[src/rtl/mfr_pkg.sv]
package mfr_pkg;

    localparam int STAT_W    = 10;
    localparam int FETCH_BIT = 1;
    localparam logic SEL_STATUS = 1'b0;

    typedef enum logic [1:0] {
        ST_CLEAR   = 2'd0,
        ST_LOGGED  = 2'd1,
        ST_OVERRUN = 2'd2
    } rec_state_t;

    typedef struct packed {
        logic [1:0] level;
        logic [2:0] acc;
        logic [2:0] kind;
    } fault_fields_t;

    // Status layout: level [9:8], access [7:5], type [4:2], valid [1], overflow [0]
    function automatic logic [STAT_W-1:0] pack_status(fault_fields_t f, logic vld, logic ovf);
        return {f.level, f.acc, f.kind, vld, ovf};
    endfunction

endpackage

[src/rtl/mfr_state_fsm.sv]
module mfr_state_fsm
    import mfr_pkg::*;
(
    input  logic       clk,
    input  logic       rst_n,
    input  logic       fault_i,
    input  logic       clear_i,
    output rec_state_t state_o,
    output logic       valid_o,
    output logic       ovf_o
);

    rec_state_t state_q, state_d;

    // next-state selection; a fault always wins over a clear
    always_comb begin
        state_d = state_q;
        unique case (state_q)
            ST_CLEAR: begin
                if (fault_i) state_d = ST_LOGGED;
            end
            ST_LOGGED: begin
                if (fault_i)      state_d = ST_OVERRUN;
                else if (clear_i) state_d = ST_CLEAR;
            end
            ST_OVERRUN: begin
                if (fault_i)      state_d = ST_OVERRUN;
                else if (clear_i) state_d = ST_CLEAR;
            end
            default: state_d = ST_CLEAR;
        endcase
    end

    always_ff @(posedge clk or negedge rst_n) begin
        if (!rst_n) state_q <= ST_CLEAR;
        else        state_q <= state_d;
    end

    always_comb begin
        state_o = state_q;
        valid_o = (state_q != ST_CLEAR);
        ovf_o   = (state_q == ST_OVERRUN);
    end

endmodule

[src/rtl/mfr_capture.sv]
module mfr_capture
    import mfr_pkg::*;
#(
    parameter int VA_W = 32
) (
    input  logic          clk,
    input  logic          rst_n,
    input  logic          fault_i,
    input  logic          clear_i,
    input  fault_fields_t fields_i,
    input  logic [VA_W-1:0] vaddr_i,
    output fault_fields_t fields_o,
    output logic [VA_W-1:0] addr_o
);

    fault_fields_t   fields_q;
    logic [VA_W-1:0] addr_q;

    // the newest fault replaces the fields; an overrun keeps no older ones
    always_ff @(posedge clk or negedge rst_n) begin
        if (!rst_n)       fields_q <= '0;
        else if (fault_i) fields_q <= fields_i;
        else if (clear_i) fields_q <= '0;
    end

    always_ff @(posedge clk or negedge rst_n) begin
        if (!rst_n)       addr_q <= '0;
        else if (fault_i) addr_q <= vaddr_i;
    end

    assign fields_o = fields_q;
    assign addr_o   = addr_q;

endmodule

[src/rtl/mfr_trap_sel.sv]
module mfr_trap_sel
    import mfr_pkg::*;
(
    input  logic       clk,
    input  logic       rst_n,
    input  logic       fault_i,
    input  logic [2:0] acc_i,
    input  logic       no_fault_i,
    input  logic       trap_en_i,
    output logic       itrap_o,
    output logic       dtrap_o
);

    logic allow;
    logic fetch;
    logic itrap_q, dtrap_q;

    always_comb begin
        allow = fault_i && !no_fault_i && trap_en_i;
        fetch = acc_i[FETCH_BIT];
    end

    always_ff @(posedge clk or negedge rst_n) begin
        if (!rst_n) begin
            itrap_q <= 1'b0;
            dtrap_q <= 1'b0;
        end else begin
            itrap_q <= allow && fetch;
            dtrap_q <= allow && !fetch;
        end
    end

    assign itrap_o = itrap_q;
    assign dtrap_o = dtrap_q;

endmodule

[src/rtl/mfr_read_port.sv]
module mfr_read_port
    import mfr_pkg::*;
#(
    parameter int VA_W   = 32,
    parameter int DATA_W = 32
) (
    input  logic              clk,
    input  logic              rst_n,
    input  logic              rd_en_i,
    input  logic              rd_sel_i,
    input  logic [STAT_W-1:0] stat_i,
    input  logic [VA_W-1:0]   addr_i,
    output logic [DATA_W-1:0] data_o
);

    logic [DATA_W-1:0] data_q;
    logic [DATA_W-1:0] mux;

    always_comb begin
        if (rd_sel_i == SEL_STATUS) mux = DATA_W'(stat_i);
        else                        mux = DATA_W'(addr_i);
    end

    always_ff @(posedge clk or negedge rst_n) begin
        if (!rst_n)       data_q <= '0;
        else if (rd_en_i) data_q <= mux;
    end

    assign data_o = data_q;

endmodule

[src/rtl/mmu_fault_recorder.sv]
module mmu_fault_recorder
    import mfr_pkg::*;
#(
    parameter int VA_W   = 32,
    parameter int DATA_W = 32
) (
    input  logic              clk,
    input  logic              rst_n,
    input  logic              flt_valid,
    input  logic [1:0]        flt_level,
    input  logic [2:0]        flt_type,
    input  logic [2:0]        flt_access,
    input  logic [VA_W-1:0]   flt_vaddr,
    input  logic              ctl_no_fault,
    input  logic              ctl_trap_en,
    input  logic              rd_en,
    input  logic              rd_sel,
    output logic [DATA_W-1:0] rd_data,
    output logic              itrap_req,
    output logic              dtrap_req
);

    rec_state_t        rec_state;
    logic              rec_valid;
    logic              rec_ovf;
    logic              stat_clear;
    fault_fields_t     in_fields;
    fault_fields_t     held_fields;
    logic [VA_W-1:0]   addr_q;
    logic [STAT_W-1:0] stat_word;

    always_comb begin
        stat_clear      = rd_en && (rd_sel == SEL_STATUS);
        in_fields.level = flt_level;
        in_fields.acc   = flt_access;
        in_fields.kind  = flt_type;
        stat_word       = pack_status(held_fields, rec_valid, rec_ovf);
    end

    mfr_state_fsm u_fsm (
        .clk     (clk),
        .rst_n   (rst_n),
        .fault_i (flt_valid),
        .clear_i (stat_clear),
        .state_o (rec_state),
        .valid_o (rec_valid),
        .ovf_o   (rec_ovf)
    );

    mfr_capture #(.VA_W(VA_W)) u_cap (
        .clk      (clk),
        .rst_n    (rst_n),
        .fault_i  (flt_valid),
        .clear_i  (stat_clear),
        .fields_i (in_fields),
        .vaddr_i  (flt_vaddr),
        .fields_o (held_fields),
        .addr_o   (addr_q)
    );

    mfr_trap_sel u_trap (
        .clk        (clk),
        .rst_n      (rst_n),
        .fault_i    (flt_valid),
        .acc_i      (flt_access),
        .no_fault_i (ctl_no_fault),
        .trap_en_i  (ctl_trap_en),
        .itrap_o    (itrap_req),
        .dtrap_o    (dtrap_req)
    );

    mfr_read_port #(.VA_W(VA_W), .DATA_W(DATA_W)) u_rd (
        .clk      (clk),
        .rst_n    (rst_n),
        .rd_en_i  (rd_en),
        .rd_sel_i (rd_sel),
        .stat_i   (stat_word),
        .addr_i   (addr_q),
        .data_o   (rd_data)
    );

endmodule

[config.mk]
export PLATFORM = sky130hd
export DESIGN_NAME = mmu_fault_recorder
export DESIGN_NICKNAME = d
export VERILOG_FILES = /design/src/rtl/mfr_pkg.sv /design/src/rtl/mfr_state_fsm.sv /design/src/rtl/mfr_capture.sv /design/src/rtl/mfr_trap_sel.sv /design/src/rtl/mfr_read_port.sv /design/src/rtl/mmu_fault_recorder.sv
export SDC_FILE = /design/constraint.sdc
export NUM_CORES = 1
export LEC_CHECK = 0
export BUFFER_PORTS_ARGS = -buffer_cell sky130_fd_sc_hd__buf_2
export CAP_MARGIN = 30
export CORE_ASPECT_RATIO = 0.8
export CORE_MARGIN = 8
export CORE_UTILIZATION = 34
export CTS_BUF_LIST = sky130_fd_sc_hd__clkbuf_8
export CTS_CLUSTER_SIZE = 40
export DETAILED_ROUTE_END_ITERATION = 10
export GPL_ROUTABILITY_DRIVEN = 1
export GPL_TIMING_DRIVEN = 0
export PLACE_DENSITY = 0.62
export REMOVE_ABC_BUFFERS = 1
export SLEW_MARGIN = 30
export SYNTH_ARGS = -nofsm -noshare
export SYNTH_HDL_FRONTEND = slang
export SYNTH_SLANG_ARGS = --single-unit
[constraint.sdc]
create_clock -name clk -period 2.2 [get_ports clk]
set_input_delay 0.44 -clock clk [delete_from_list [all_inputs] [get_ports clk]]
set_output_delay 0.44 -clock clk [all_outputs]
set_load 0.05 [all_outputs]
-- Yosys cells after proc, flatten, opt, wreduce, memory -nomap -nowiden
Index checks and enable logic that the tools add are counted.
W data, S select, Z words.
- register bits after elaboration: 76
- latch bits: 0
- memory bits (writable): 0
- memory bits (read-only): 0
- bits of input ports: 47
- word-level logic and storage cells: 32
- memories kept: 0
- $add $sub $neg: 0
- multipliers: 0
- div/mod/pow operators: 0
- magnitude comparators: 0
- equality and inequality tests: 4
- shifts and indexed selects: 0
- multiplexer cells: 7
- bitwise gates (word level): 1
- reductions and logical operators: 12
- operators with widths (cell ; count):
    $mux W32 ; 1
    $mux W8 ; 2
    $mux W2 ; 3
    $logic_and A1 B1 Y1 ; 5
    $pmux W2 S2 ; 1
    $reduce_bool A2 Y1 ; 2
    $ne A3 B1 Y1 const B ; 1
    $eq A2 B1 Y1 const B ; 1
    $eq A2 B2 Y1 const B ; 1
    $logic_not A1 Y1 ; 2
    $logic_not A2 Y1 ; 1
    $ne A2 B2 Y1 const B ; 1
    $reduce_and A2 Y1 ; 1
    $reduce_or A2 Y1 ; 1
    $not A1 Y1 ; 1

-- Depth between registers and ports, before layout
- depth after elaboration: 5
- gate-level depth with buffers: 5

-- By module
A second synthesis with hierarchy kept.
- cells, all modules: 245
- area total of the unflattened synthesis: 3224.3 um2
- modules (own cells, without submodules) (module ; times used ; cells each ; area an instance (um2) ; sequential area each (um2)):
    mfr_capture ; 1 ; 86 ; 1619.1 ; 1001.0
    mfr_read_port ; 1 ; 139 ; 1363.8 ; 800.8
    mfr_state_fsm ; 1 ; 15 ; 153.9 ; 50.0
    mfr_trap_sel ; 1 ; 4 ; 73.8 ; 50.0
    mmu_fault_recorder ; 1 ; 1 ; 13.8 ; 0.0

-- Worst setup path before layout
Ideal clock, no wire load.
- path kind: reg-to-reg
- from: reg u_fsm.state_q[1], in the netlist u_fsm.state_o[1]
- to: reg u_fsm.state_q[0], in the netlist u_fsm.state_o[0]
- library setup time: 0.125 ns
- arrival: 1.222 ns
- data required time: 2.075 ns
- path slack: 0.854 ns
- stages on the path, launching flop included: 6
- path buffers: 0
- path through: dfrtp_1 inv_1 ha_1 nor2b_1 a31oi_1 mux2_2
- word-level cells in the longest chain between the ends: 4
- RTL lines (item ; RTL line ; RTL):
    start: declaration ; mfr_state_fsm.sv:13 ; rec_state_t state_q, state_d;
    start signal: assignment ; mfr_state_fsm.sv:36 ; else state_q <= state_d;
    $eq A2 B2 Y1 or $eq A2 B1 Y1 (tied branches) ; mfr_state_fsm.sv:18 ; unique case (state_q)
    $reduce_or A2 Y1 (no source line) ; -- ;
    $ne A3 B1 Y1 (no source line) ; -- ;
    $reduce_and A2 Y1 (no source line) ; -- ;
Several ways; a longest one is shown, not always the timed one.
A chain may end at the register's enable or synchronous reset.

-- Final worst setup path
Ends and elaborated chain as after synthesis.

==> flow_summary.html <==
<table>
<tr><th>Metric</th><th>Value</th></tr>
<tr><th colspan="2">Run status</th></tr>
<tr><td>Outcome</td><td>complete, no violations</td></tr>
<tr><th colspan="2">Worst setup path</th></tr>
<tr><td>Endpoint kind of the worst setup timing path</td><td>register</td></tr>
<tr><td>Peak per-stage delay on the critical path</td><td>420 ps</td></tr>
<tr><td>Crit path buffers/inverters</td><td>1</td></tr>
<tr><td>Cells along the critical path</td><td>inv_1, ha_1, nor2b_1, a31oi_1, mux2_2</td></tr>
<tr><td>Master of the slowest instance on the critical path</td><td>dfrtp_1</td></tr>
<tr><td>Critical Setup Path Class</td><td>register to register</td></tr>
<tr><td>Required @ worst endpoint</td><td>between 2000 and 2500 ps</td></tr>
<tr><td>Worst-path maximum fanout</td><td>5</td></tr>
<tr><td>CP Data Arrival Time</td><td>between 1500 and 2000 ps</td></tr>
<tr><td>Type of origin of the critical path</td><td>register</td></tr>
<tr><td>Cell family contributing the most delay on the critical path</td><td>flip-flops</td></tr>
<tr><th colspan="2">Timing</th></tr>
<tr><td>Final-report max-slew violation count</td><td>0</td></tr>
<tr><td>Final number of hold-violating endpoints</td><td>0</td></tr>
<tr><td>Setup Skew</td><td>a little over 9 ps</td></tr>
<tr><td>Total negative slack</td><td>0 ps</td></tr>
<tr><td>Slew at the pin with the worst max-slew slack</td><td>about 700 ps</td></tr>
<tr><td>Worst relative slew slack</td><td>53.4%</td></tr>
<tr><td>Peak clock frequency supported by timing</td><td>roughly 670 MHz</td></tr>
<tr><td>Minimum clock period after layout</td><td>1500 ps</td></tr>
<tr><td>Number of setup violations in the final report</td><td>0</td></tr>
<tr><td>RSZ-0062 raised after global routing</td><td>false</td></tr>
<tr><td>Final worst path period share</td><td>68.1%</td></tr>
<tr><td>Slack of the critical path</td><td>between 700 and 800 ps</td></tr>
<tr><th colspan="2">Clock network</th></tr>
<tr><td>Insertion delay to the later sink of the worst-skew pair</td><td>around 340 ps</td></tr>
<tr><td>Worst-path clk slew</td><td>approximately 80 ps</td></tr>
<tr><td>Buffers from clock root to sink, at most</td><td>2</td></tr>
<tr><td>Post CTS Setup Buffer Count</td><td>0</td></tr>
<tr><td>TritonCTS clock tree</td><td>yes</td></tr>
<tr><td># hold bufs at CTS</td><td>0</td></tr>
<tr><td>Number of clock sinks</td><td>76</td></tr>
<tr><td>Post-cts gate resize count</td><td>0</td></tr>
<tr><td>Number of buffers created by CTS</td><td>9</td></tr>
<tr><td>CTS root buf</td><td>clkbuf_8</td></tr>
<tr><td>H-tree level count</td><td>3</td></tr>
<tr><th colspan="2">Global routing</th></tr>
<tr><td>Total global routing overflow</td><td>0</td></tr>
<tr><td>Largest net degree at the start of global routing</td><td>59</td></tr>
<tr><td>Vias in the first global route</td><td>2146</td></tr>
<tr><td>Total track usage</td><td>a little under an eighth</td></tr>
<tr><td>First-pass GRT wire length</td><td>approximately 11000 um</td></tr>
<tr><td>Number of antenna violations at the first check in global routing</td><td>0</td></tr>
<tr><th colspan="2">Logic synthesis</th></tr>
<tr><td>Yosys Warn Count</td><td>0</td></tr>
<tr><td>Number of flops mapped to enable cells by yosys</td><td>0</td></tr>
<tr><td>Count of unique library cells instantiated by Yosys</td><td>25</td></tr>
<tr><td>Share of flip-flops with an asynchronous set or reset after synthesis</td><td>100%</td></tr>
<tr><td>Leading area contributor after synthesis</td><td>dfrtp_1</td></tr>
<tr><td>Sequential cell area fraction in the yosys report</td><td>between 60% and 70%</td></tr>
<tr><td>Main flop type after synthesis</td><td>dfrtp_1</td></tr>
<tr><td>Avg Inst Size Synth</td><td>12.5 um^2</td></tr>
<tr><td>Area of the mapped netlist</td><td>just over 3000 um^2</td></tr>
<tr><td>Cells taking the most area after synthesis</td><td>dfrtp_1 (62%), mux2_2 (12%), o21ai_0 (3.8%)</td></tr>
<tr><td>Post-synth top area share</td><td>~62%</td></tr>
<tr><td>Synth Instances</td><td>roughly 250</td></tr>
<tr><td>Flop and latch count out of synthesis</td><td>76</td></tr>
<tr><th colspan="2">Detailed routing</th></tr>
<tr><td>Total Routed Length</td><td>around 6500 um</td></tr>
<tr><td>Post-route ant nets</td><td>0</td></tr>
<tr><td>DR WL/cell</td><td>about 15 um</td></tr>
<tr><td>Number of design rule violations left after detail routing</td><td>0</td></tr>
<tr><td>Number of detailed-routing iterations run before antenna repair</td><td>4</td></tr>
<tr><td>Number of DRC violations after detailed-routing iteration 0</td><td>approximately 70</td></tr>
<tr><td>Routed via count divided by cell count</td><td>4.61</td></tr>
<tr><td>Via Count</td><td>roughly 2000</td></tr>
<tr><th colspan="2">Power</th></tr>
<tr><td>Total power per unit cell area</td><td>just over 900 nW/um^2</td></tr>
<tr><td>Peak supply drop</td><td>~0.00038 V</td></tr>
<tr><td>Leakage power</td><td>around 0.0018 uW</td></tr>
<tr><th colspan="2">Place</th></tr>
<tr><td>Post-Place Setup Slack</td><td>198 ps</td></tr>
<tr><td>Weighted congestion at the end of routability-driven global placement</td><td>just under 0.7</td></tr>
<tr><td>HPWL after detailed placement</td><td>roughly 4300 um</td></tr>
<tr><td>PortBufs</td><td>80</td></tr>
<tr><td>Post-Place Cells</td><td>426</td></tr>
<tr><th colspan="2">Cells and area</th></tr>
<tr><td>Most used cells in the layout excluding fill and tap cells</td><td>buf_2 (77), dfrtp_1 (76), mux2_2 (34)</td></tr>
<tr><td>Commonest non-fill, non-tap cell in the layout</td><td>buf_2</td></tr>
<tr><td>Layout cells sized above 1</td><td>40.2%</td></tr>
<tr><td>Diodes inserted</td><td>0</td></tr>
<tr><td>Final cell utilization of the core</td><td>a little over two fifths</td></tr>
<tr><td>Filler cells</td><td>a little under 900</td></tr>
<tr><td>Cell Count, Final, Fillers Out</td><td>about 440</td></tr>
<tr><td>Synth-to-layout area growth</td><td>21.5%</td></tr>
<tr><td>Final layout net count</td><td>between 300 and 400</td></tr>
<tr><th colspan="2">Die</th></tr>
<tr><td>Site Rows</td><td>31</td></tr>
<tr><td>Die outline height</td><td>101 um</td></tr>
<tr><td>I/O pin count</td><td>81</td></tr>
<tr><td>Area of the placeable core</td><td>about 8900 um^2</td></tr>
<tr><td>Area enclosed by the die boundary</td><td>12300 um^2</td></tr>
<tr><td>Initial standard-cell utilization of the core</td><td>roughly a third</td></tr>
<tr><td>Die W</td><td>between 100 and 150 um</td></tr>
<tr><th colspan="2">Flow run</th></tr>
<tr><td>Max-cap violation count</td><td>0</td></tr>
<tr><th colspan="2">Min path</th></tr>
<tr><td>Type of the worst min-delay path</td><td>input pin to asynchronous set/reset pin</td></tr>
</table>
worst register-to-register path: stages (launching register included):
cell,delay (ps)
dfrtp_1,420
inv_1,80
ha_1,190
nor2b_1,140
a31oi_1,200
mux2_2,350
path summary, 6_finish.rpt:
path                                       start          endpoint  slack (ps)  cells after the start
min in group clk                    ctl_no_fault    u_trap.dtrap_o         270                      2
worst max register to register  u_fsm.state_o[1]  u_fsm.state_o[0]         700                      5
max in group asynchronous                  rst_n   u_cap.addr_o[5]        1560                      2
worst min-delay path                       rst_n   u_rd.data_o[11]          50                      1
worst max-delay path            u_fsm.state_o[1]  u_fsm.state_o[0]         700                      5
worst min register to register  u_cap.addr_o[22]   u_rd.data_o[22]         480                      2
stage by stage:
step                      instance area [um^2]  power [uW]  hold slack, ps
after floorplan                           2970        2150             144
after global placement                    3510        2380             454
after detailed placement                  3540        2410             431
after CTS                                 3720        3440            48.6
after global routing                      3720        3560            57.1
final                                     3720        3370            47.3
kinds of logic (layout without fill, tap and decap cells):
logic type | after synthesis | after routing | synth area share [%]
multiplexers | 43 | 43 | 15.4
AO/OA/AOI/OAI | 43 | 43 | 8.29
AND/OR/NAND/NOR | 39 | 39 | 6.41
flip-flops | 76 | 76 | 62.1
adder cells (fa/ha/maj) | 4 | 4 | 1.63
buffers and inverters | 41 | 121 | 6.13
layout make-up:
type | instances | area, um^2 | area share, %
clock inverter | 6 | 57.6 | 1.55
sequential | 76 | 1900 | 51.1
inverter | 25 | 93.8 | 2.52
clock buffer | 9 | 124 | 3.33
multi-input combinational | 129 | 973 | 26.2
timing repair buffer | 81 | 428 | 11.5
tap | 115 | 144 | 3.87
state kept, by name, summed over array words and instances (netlist names):
name / flops
u_cap.fields_o: 8
u_fsm.state_o: 2
u_rd.data_o: 32
u_cap.addr_o: 32
u_trap.itrap_o: 1
u_trap.dtrap_o: 1
where the power goes:
group          leakage, uW  switching (uW)  internal (uW)
registers         0.000928            86.2           1550
logic             0.000788             476            249
clock network     0.000100             494            510
total              0.00182            1060           2310
cells in the mapped netlist (2+ instances only):
cell type   n
dfrtp_1    76
mux2_2     34
inv_1      25
o21ai_0    23
nand3_1    15
a21oi_1     9
buf_2       9
mux2i_1     9
nand2_1     9
nor2_1      9
a22o_1      8
ha_1        4
buf_4       2
buf_6       2
clkbuf_1    2
metal layers:
layer | vias to the layer above | share of wire (%) | global-route usage (%)
met5 | - | 0 | 0
met2 | 50 | 47 | 18.0
met1 | 996 | 44 | 13.4
met4 | 0 | 0.89 | 3.08
met3 | 7 | 7.8 | 5.15
li1 | 982 | - | -
Power figures use the tool's default switching activity.
